===== config.mk =====
export PLATFORM = sky130hd
export DESIGN_NAME = dma_req_irq_ctrl
export DESIGN_NICKNAME = d
export VERILOG_FILES = /design/src/rtl/dma_req_pkg.sv /design/src/rtl/dma_setclr_reg.sv /design/src/rtl/dma_lowest_arb.sv /design/src/rtl/dma_irq_route.sv /design/src/rtl/dma_req_irq_ctrl.sv
export SDC_FILE = /design/constraint.sdc
export NUM_CORES = 1
export LEC_CHECK = 0
export BUFFER_PORTS_ARGS = -buffer_cell sky130_fd_sc_hd__buf_4
export CORE_ASPECT_RATIO = 0.9
export CORE_MARGIN = 2
export CORE_UTILIZATION = 30
export CTS_BUF_LIST = sky130_fd_sc_hd__clkbuf_4 sky130_fd_sc_hd__clkbuf_8 sky130_fd_sc_hd__clkbuf_16
export CTS_CLUSTER_DIAMETER = 60
export DETAILED_ROUTE_END_ITERATION = 12
export PLACE_DENSITY = 0.63
export SLEW_MARGIN = 10
export SYNTH_ARGS = -nofsm -noshare
export SYNTH_HDL_FRONTEND = slang
export SYNTH_HIERARCHICAL = 1
export SYNTH_SLANG_ARGS = --single-unit
export TNS_END_PERCENT = 5

===== constraint.sdc =====
create_clock -name clk_i -period 2.5 [get_ports clk_i]
set_input_delay 0 -clock clk_i [delete_from_list [all_inputs] [get_ports clk_i]]
set_output_delay 0 -clock clk_i [all_outputs]
set_load 0.02 [all_outputs]

===== src/rtl/dma_req_pkg.sv =====
package dma_req_pkg;
  localparam int unsigned DEF_NUM_CH = 8;
  function automatic int unsigned idx_w(int unsigned n);
    return (n > 1) ? $clog2(n) : 1;
  endfunction
endpackage


===== src/rtl/dma_setclr_reg.sv =====
module dma_setclr_reg #(
  parameter int unsigned W        = 8,
  parameter bit          SET_WINS = 1'b0
) (
  input  logic         clk_i,
  input  logic         rst_ni,
  input  logic [W-1:0] set_i,
  input  logic [W-1:0] clr_i,
  output logic [W-1:0] q_o
);
  logic [W-1:0] d;
  generate
    if (SET_WINS) begin : g_set
      assign d = (q_o & ~clr_i) | set_i;
    end else begin : g_clr
      assign d = (q_o | set_i) & ~clr_i;
    end
  endgenerate

  always_ff @(posedge clk_i or negedge rst_ni) begin
    if (!rst_ni) q_o <= '0;
    else         q_o <= d;
  end
endmodule


===== src/rtl/dma_lowest_arb.sv =====
module dma_lowest_arb #(
  parameter int unsigned N  = 8,
  parameter int unsigned IW = 3
) (
  input  logic [N-1:0]  req_i,
  output logic          vld_o,
  output logic [IW-1:0] idx_o,
  output logic [N-1:0]  oh_o
);
  always_comb begin
    idx_o = '0;
    for (int i = N - 1; i >= 0; i--) begin
      if (req_i[i]) idx_o = IW'(i);
    end
  end
  assign vld_o = |req_i;
  assign oh_o  = vld_o ? (N'(1) << idx_o) : '0;
endmodule


===== src/rtl/dma_irq_route.sv =====
module dma_irq_route #(
  parameter int unsigned N     = 8,
  parameter int unsigned SW_CH = 7
) (
  input  logic         clk_i,
  input  logic         rst_ni,
  input  logic [N-1:0] done_i,
  input  logic [N-1:0] ack_i,
  input  logic [N-1:0] periph_irq_i,
  input  logic [N-1:0] en_i,
  output logic [N-1:0] pend_o,
  output logic [N-1:0] irq_o
);
  // done beats ack in the same cycle
  dma_setclr_reg #(.W(N), .SET_WINS(1'b1)) u_pend (
    .clk_i, .rst_ni, .set_i(done_i), .clr_i(ack_i), .q_o(pend_o)
  );

  for (genvar c = 0; c < N; c++) begin : g_vec
    if (c == SW_CH) begin : g_sw
      assign irq_o[c] = pend_o[c];
    end else begin : g_per
      assign irq_o[c] = pend_o[c] | (periph_irq_i[c] & ~en_i[c]);
    end
  end
endmodule


===== src/rtl/dma_req_irq_ctrl.sv =====
module dma_req_irq_ctrl
  import dma_req_pkg::*;
#(
  parameter int unsigned NUM_CH = DEF_NUM_CH,
  localparam int unsigned IW    = idx_w(NUM_CH),
  localparam int unsigned SW_CH = NUM_CH - 1
) (
  input  logic              clk_i,
  input  logic              rst_ni,
  input  logic [NUM_CH-1:0] en_set_i,
  input  logic [NUM_CH-1:0] en_clr_i,
  input  logic [NUM_CH-1:0] mask_set_i,
  input  logic [NUM_CH-1:0] mask_clr_i,
  input  logic [NUM_CH-1:0] sw_req_i,
  input  logic [NUM_CH-1:0] hw_single_i,
  input  logic [NUM_CH-1:0] hw_burst_i,
  input  logic [NUM_CH-1:0] done_i,
  input  logic [NUM_CH-1:0] periph_irq_i,
  input  logic [NUM_CH-1:0] irq_ack_i,
  output logic              start_o,
  output logic [IW-1:0]     start_ch_o,
  output logic              start_burst_o,
  output logic [NUM_CH-1:0] irq_o
);
  logic [NUM_CH-1:0] en_q, mask_q, sw_pend_q, act_q, irq_pend;
  logic [NUM_CH-1:0] hw_ok, ready, gnt_oh;
  logic              gnt_vld;
  logic [IW-1:0]     gnt_idx;

  dma_setclr_reg #(.W(NUM_CH), .SET_WINS(1'b0)) u_en (
    .clk_i, .rst_ni, .set_i(en_set_i), .clr_i(en_clr_i), .q_o(en_q)
  );
  dma_setclr_reg #(.W(NUM_CH), .SET_WINS(1'b1)) u_mask (
    .clk_i, .rst_ni, .set_i(mask_set_i), .clr_i(mask_clr_i), .q_o(mask_q)
  );
  // a new strobe in the grant cycle stays pending
  dma_setclr_reg #(.W(NUM_CH), .SET_WINS(1'b1)) u_swp (
    .clk_i, .rst_ni, .set_i(sw_req_i), .clr_i(gnt_oh), .q_o(sw_pend_q)
  );
  dma_setclr_reg #(.W(NUM_CH), .SET_WINS(1'b0)) u_act (
    .clk_i, .rst_ni, .set_i(gnt_oh), .clr_i(done_i), .q_o(act_q)
  );

  assign hw_ok = ~mask_q & (hw_single_i | hw_burst_i);
  assign ready = en_q & ~act_q & (sw_pend_q | hw_ok);

  dma_lowest_arb #(.N(NUM_CH), .IW(IW)) u_arb (
    .req_i(ready), .vld_o(gnt_vld), .idx_o(gnt_idx), .oh_o(gnt_oh)
  );

  always_ff @(posedge clk_i or negedge rst_ni) begin
    if (!rst_ni) begin
      start_o       <= 1'b0;
      start_ch_o    <= '0;
      start_burst_o <= 1'b0;
    end else begin
      start_o       <= gnt_vld;
      start_ch_o    <= gnt_idx;
      start_burst_o <= gnt_vld & hw_burst_i[gnt_idx] & ~mask_q[gnt_idx];
    end
  end

  dma_irq_route #(.N(NUM_CH), .SW_CH(SW_CH)) u_irq (
    .clk_i, .rst_ni, .done_i, .ack_i(irq_ack_i), .periph_irq_i,
    .en_i(en_q), .pend_o(irq_pend), .irq_o
  );
endmodule


Yosys cells after proc, flatten, opt, wreduce, memory -nomap -nowiden
Index checks and enable logic that the tools add are counted.
{"block": "classes", "shift": 1, "n_reduce_logical": 1, "n_mux": 13, "bitwise": 46, "n_lt_le_gt_ge": 1}
{"op": "$and A8 B8 Y8", "count": 8}
{"op": "$not A8 Y8", "count": 7}
{"op": "$or A8 B8 Y8", "count": 7}
{"op": "$mux W3", "count": 8}
{"op": "$and A1 B1 Y1", "count": 9}
{"op": "$mux W8", "count": 1}
{"op": "$not A1 Y1", "count": 8}
{"op": "$reduce_or A8 Y1", "count": 1}
{"op": "$shl A1 B3 Y8 const A", "count": 1}
{"op": "$or A1 B1 Y1", "count": 7}
{"op": "$bmux W1 S3", "count": 2}
{"op": "$lt A3 B4 Y1 const B", "count": 1}
{"op": "$mux W1", "count": 2}
{"block": "totals", "regBits": 45, "word_cells": 70, "in_bits": 82}

Longest topological paths before layout
{"block": "logic_depth", "ltp_word": 17, "depth_mapped": 9}

By module
Netlist, hierarchy kept.
{"mod": "dma_setclr_reg (u_irq.u_pend ...)", "area_per_inst_um2": 290.3, "instances": 3, "cells_per_inst": 24, "seq_area_each_um2": 200.2}
{"mod": "dma_setclr_reg (u_act ...)", "area_per_inst_um2": 280.3, "instances": 2, "cells_per_inst": 16, "seq_area_each_um2": 200.2}
{"mod": "dma_req_irq_ctrl", "area_per_inst_um2": 399.1, "instances": 1, "cells_per_inst": 43, "seq_area_each_um2": 125.1}
{"mod": "dma_lowest_arb", "area_per_inst_um2": 141.4, "instances": 1, "cells_per_inst": 25, "seq_area_each_um2": 0.0}
{"mod": "dma_irq_route", "area_per_inst_um2": 86.3, "instances": 1, "cells_per_inst": 15, "seq_area_each_um2": 0.0}

Worst setup path after synthesis
OpenSTA, ideal clock, no wires.
{"block": "synth_path", "path_type": "reg2reg", "startpoint": "register u_mask.q_o[3]", "endpoint": "register start_burst_o", "slack_ps": 384, "setup_ps": 104, "stages_incl_launch_ff": 8, "path_buffers": 0, "required_time_ps": 2396, "t_arrival_ps": 2013, "cell_sequence": "dfrtp_1 o21bai_1 and3b_1 inv_2 a221o_2 a21oi_1 mux4_2 o311ai_1"}
{"block": "synth_between", "elab_chain_len": 12, "word_cells_on_any_way": 16, "cone_classes": "mux: 8; bitwise: 7; reduce/logical: 1"}
{"element": "start: declaration", "line_no": "dma_setclr_reg.sv:9", "source": "output logic [W-1:0] q_o"}
{"element": "start signal: assignment", "line_no": "dma_setclr_reg.sv:21", "source": "if (!rst_ni) q_o <= '0;"}
{"element": "start signal: assignment", "line_no": "dma_setclr_reg.sv:22", "source": "else q_o <= d;"}
{"element": "$not A8 Y8 *", "line_no": "dma_req_irq_ctrl.sv:44", "source": "assign hw_ok = ~mask_q & (hw_single_i | hw_burst_i);"}
{"element": "$and A8 B8 Y8 *", "line_no": "dma_req_irq_ctrl.sv:44"}
{"element": "$or A8 B8 Y8 *", "line_no": "dma_req_irq_ctrl.sv:45", "source": "assign ready = en_q & ~act_q & (sw_pend_q | hw_ok);"}
{"element": "$and A8 B8 Y8 *", "line_no": "dma_req_irq_ctrl.sv:45"}
{"element": "net ready[3]", "line_no": "dma_req_irq_ctrl.sv:26", "source": "logic [NUM_CH-1:0] hw_ok, ready, gnt_oh;"}
{"element": "$mux W3 * (4 in a row)", "line_no": "dma_lowest_arb.sv:13", "source": "if (req_i[i]) idx_o = IW'(i);"}
{"element": "net gnt_idx[0]", "line_no": "dma_req_irq_ctrl.sv:28", "source": "logic [IW-1:0] gnt_idx;"}
{"element": "$bmux W1 S3", "line_no": "dma_req_irq_ctrl.sv:59", "source": "start_burst_o <= gnt_vld & hw_burst_i[gnt_idx] & ~mask_q[gnt_idx];"}
{"element": "$mux W1 (not written as such)", "line_no": "dma_req_irq_ctrl.sv:59"}
{"element": "$and A1 B1 Y1 or $not A1 Y1 (tied branches)", "line_no": "dma_req_irq_ctrl.sv:59"}
{"element": "$and A1 B1 Y1 *", "line_no": "dma_req_irq_ctrl.sv:59"}
{"element": "end signal: assignment", "line_no": "dma_req_irq_ctrl.sv:59"}
{"element": "end: declaration", "line_no": "dma_req_irq_ctrl.sv:22", "source": "output logic start_burst_o,"}
The timed path passes the listed nets; every way through them passes the cells marked *. The select of a mux whose other input is x is not followed.

Final worst setup path
{"block": "layout_path", "startpoint": "register u_swp.q_o[4]", "endpoint": "register start_burst_o"}
{"block": "layout_between", "elab_chain_len": 11, "word_cells_on_any_way": 15, "cone_classes": "mux: 9; bitwise: 5; reduce/logical: 1"}
{"element": "start: declaration", "line_no": "dma_setclr_reg.sv:9"}
{"element": "start signal: assignment", "line_no": "dma_setclr_reg.sv:21"}
{"element": "start signal: assignment", "line_no": "dma_setclr_reg.sv:22"}
{"element": "$or A8 B8 Y8 *", "line_no": "dma_req_irq_ctrl.sv:45"}
{"element": "$and A8 B8 Y8 *", "line_no": "dma_req_irq_ctrl.sv:45"}
{"element": "net ready[4]", "line_no": "dma_req_irq_ctrl.sv:26"}
{"element": "$mux W3 * (5 in a row)", "line_no": "dma_lowest_arb.sv:13"}
{"element": "net gnt_idx[2]", "line_no": "dma_req_irq_ctrl.sv:28"}
{"element": "$bmux W1 S3", "line_no": "dma_req_irq_ctrl.sv:59"}
{"element": "$mux W1 (not written as such)", "line_no": "dma_req_irq_ctrl.sv:59"}
{"element": "$and A1 B1 Y1 or $not A1 Y1 (tied branches)", "line_no": "dma_req_irq_ctrl.sv:59"}
{"element": "$and A1 B1 Y1 *", "line_no": "dma_req_irq_ctrl.sv:59"}
Marked as above.

==> flow_summary.toml <==
[outcome]
status = "finished, final reports clean"

[clocking]
gates_resized_cts_repair = 0
clk-insertion-delay-late_ns = 0.30
cts_htree_levels = 2
cts_post_setup_buffers_inserted = 0
clk_pin_slew_ns = 0.08
clock_root_cell = "clkbuf_8"
cts_made_buffers = 5
bufs_on_longest_clock_path = 2
clock_sinks = 45
cts_tree = "done"
cts_hold_buf = 57

[pwr]
design_power_total_mw = 1.847
power.share.combinational = 0.243
power.share.sequential = 0.445
max-vdd-ir-drop_mv = 0.2598
intPower_mw = 1.395
clkPwrFrac = 0.312
p_sw_mw = 0.4526
power.switching_fraction = 0.2450
p_per_area_nw_per_um2 = 518.4
leakagePower_nw = 1.862

[grt]
number_of_antenna_violations_at_the_first_check_in_global_routing = 0
grt_util_all_layers = 0.1518
first_pass_grt_wire_length_mm = 8.838
grt_max_degree = 46
first_global_vias = 1922
globalRouteOverflowTotal = 0

[detailed_routing]
routed-via-count = 1913
wire_length_per_cell_um = 12.21
route.detailed.drc = 0
average_vias_per_placed_instance = 4.398
wl_mm = 5.311
residual_antenna_violating_net_count_after_detailed_routing = 0
dr.first_iter.drc_count = 86
dr.pass1.iters = 4

[timing]
setup_repair_after_global_routing_missed_its_margin = "false"
pin_slew_with_the_least_headroom_to_its_limit_ns = 0.5762
final-hold-violation-count = 0
setup_viol = 0
slew_violations = 0
fin_skew_ns = 0.01211
setup_total_negative_slack_ns = 0
max_slew_margin = 0.6159
finalCriticalPeriod_ns = 2.224
achievable-frequency_mhz = 449.7
postLayoutSetupSlackWorst_ns = 0.2764
fin_crit_sh = 0.8895
worst_hold_check_slack_ns = 0.1966

[placement]
post_dp_cell_area_um2 = 2873
numPortBuffers = 93
post-place-cells = 370
hpwl_mm = 3.717
pre_cts_ws_ns = 0.2860
gp_routability_congestion = 0.7157

[worst_setup_path]
crit-reg2reg-launch = "u_swp/q_o[4]$_DFF_PN0_"
cpPeakStageDelay_ns = 0.49
worstSetupEndpointType = "flop"
worstReg2RegEnd = "start_burst_o$_DFF_PN0_"
timing.critical_path.buf_inv = 1
r2r_slack_ns = 0.28
cp-start-kind = "flop"
path_cells = "o21bai_1 > and3b_1 > nor4_1 > nor2_1 > inv_1 > mux4_2 > o311ai_1"
worst-r2r-cell-count = 7
path_max_fanout = 4
worstPathRequired_ns = 2.69
cp_top_family = "simple AND/OR/NAND/NOR gates"
wp_data_arrival_ns = 2.41
critical_path.slowest_cell = "mux4_2"
criticalPathCategory = "reg -> reg"

[floorplan]
die_width_um = 91.31
initial_utilization = 0.3108
rows = 28
core_area_um2 = 6621
die-area_um2 = 7540
io-pin-count = 95
dieHeight_um = 82.58

[hold_path]
holdPathStages = 4
holdCritPathClass = "in -> reg"
worst_hold_startpoint = "hw_burst_i[3]"
hold-path-endpoint = "start_burst_o$_DFF_PN0_"

[synthesis]
synth_area_um2 = 2058
post_synth_and_or_nand_nor_area_fraction = 0.1222
postSynthNetCount = 269
synth_top_cell_area_share = 0.5471
synth_compound_area_frac = 0.2505
synth_top_family_by_area = "compound AO/OA/AOI/OAI gates"
synth-seq-cells = 45
yosys-mux-area-fraction = 0.01094
yosysUniqueCellTypes = 26
adder_and_majority_cell_fraction_of_the_synthesized_area = 0
synthXorXnorAreaFrac = 0
synthesis.instances = 187
postSynthAreaPerCell_um2 = 11.01
synthDominantAreaCellType = "dfrtp_1"
ys_seq_area_frac = 0.5471
synth_top_cells_by_area = "dfrtp_1, a21o_1, o21ba_1"
ys.warnings.count = 6

[final_layout]
final_layout_size_suffix_gt1_frac = 0.3130
layout.cell_area.non_filler_um2 = 3563
nets = 426
antenna_cells = 0
layoutNonFillerInstCount = 435
final_util = 0.5382
synthToLayoutAreaGrowth_pct = 73.13

[flow_run]
max_cap_viol_count = 0
==> placed cells by master (no fill, tap or decap), drive strengths merged, types with 2 or more instances in the layout <==
cell type | Yosys | layout
and3b | 10 | 10
o21bai | 8 | 8
a21o | 31 | 31
clkbuf | 1 | 7
o2111ai | 2 | 2
dfrtp | 45 | 45
inv | 35 | 35
buf | 1 | 95
dlygate4sd3 | 0 | 57
nor3b | 2 | 2
and2 | 2 | 2
nor4 | 3 | 3
nand2b | 5 | 5
nor2 | 15 | 15
o21ba | 16 | 16
nand2 | 2 | 2
==> Yosys cell counts (all sizes together) <==
cell and n:
nand2b 5, buf 1, a21o 31, nand2 2, nor2 15, o21ba 16
o21bai 8, o311ai 1, a21oi 1, mux4 1, nor3 1, clkbuf 1
o211ai 1, nor2b 1, nor3b 2, inv 35, nor4 3, dfrtp 45
a21boi 1, o21ai 1, and3b 10, a221o 1, and2 2, o2111ai 2
==> cells by family after synthesis <==
logic type / Yosys count
AOI/OAI and AO/OA: 63
DFF: 45
and+or+nand+nor: 41
buffers and inverters: 37
muxes: 1
==> power by group through the flow <==
stage | registers (mW) | logic (mW) | clock network [mW]
floorplan | 0.846 | 0.165 | 0
global placement | 0.835 | 0.363 | 0
detailed placement | 0.838 | 0.369 | 0
CTS | 0.823 | 0.448 | 0.601
global route | 0.831 | 0.492 | 0.631
finish | 0.822 | 0.448 | 0.577
==> tightest hold or removal path, cell delays in order <==
cell       delay, ns
buf_4           0.09
and3b_1         0.15
o2111ai_1       0.11
o311ai_1        0.10
==> routing by layer <==
layer	wire [um]	global-route usage	part of all wire	vias up
li1	-	-	-	940
met1	2328	0.1898	0.44	911
met2	2643	0.2652	0.50	60
met3	318	0.03902	0.060	2
met4	21	0.04091	0.0040	0
met5	0	0	0	-
==> registers in the layout, summed over array words and instances (netlist names) <==
signal            flops
u_mask/q_o            8
start_ch_o            3
start_burst_o         1
u_irq/u_pend/q_o      8
start_o               1
u_en/q_o              8
u_act/q_o             8
u_swp/q_o             8
==> final cells by class <==
| type | count | area (um^2) |
|---|---|---|
| Clock buffer | 7 | 90.09 |
| Clock inverter | 1 | 30.03 |
| Fill cell | 605 | 3058 |
| Inverter | 35 | 131.4 |
| Multi-Input combinational cell | 105 | 789.5 |
| Sequential cell | 45 | 1126 |
| Tap cell | 90 | 112.6 |
| Timing Repair Buffer | 152 | 1284 |
==> worst max path at each step <==
stage / from / endpoint / slack [ns] / cells after the start
floorplan: u_mask/q_o[3]$_DFF_PN0_ / start_burst_o$_DFF_PN0_ / 0.38 / 7
global placement: u_mask/q_o[3]$_DFF_PN0_ / start_burst_o$_DFF_PN0_ / 0.35 / 9
detailed placement: u_swp/q_o[4]$_DFF_PN0_ / start_burst_o$_DFF_PN0_ / 0.29 / 7
CTS: u_swp/q_o[4]$_DFF_PN0_ / start_burst_o$_DFF_PN0_ / 0.27 / 7
global route: u_mask/q_o[3]$_DFF_PN0_ / start_burst_o$_DFF_PN0_ / 0.09 / 9
finish: u_swp/q_o[4]$_DFF_PN0_ / start_burst_o$_DFF_PN0_ / 0.28 / 7
Note: power is estimated with default switching activity, not from simulation.
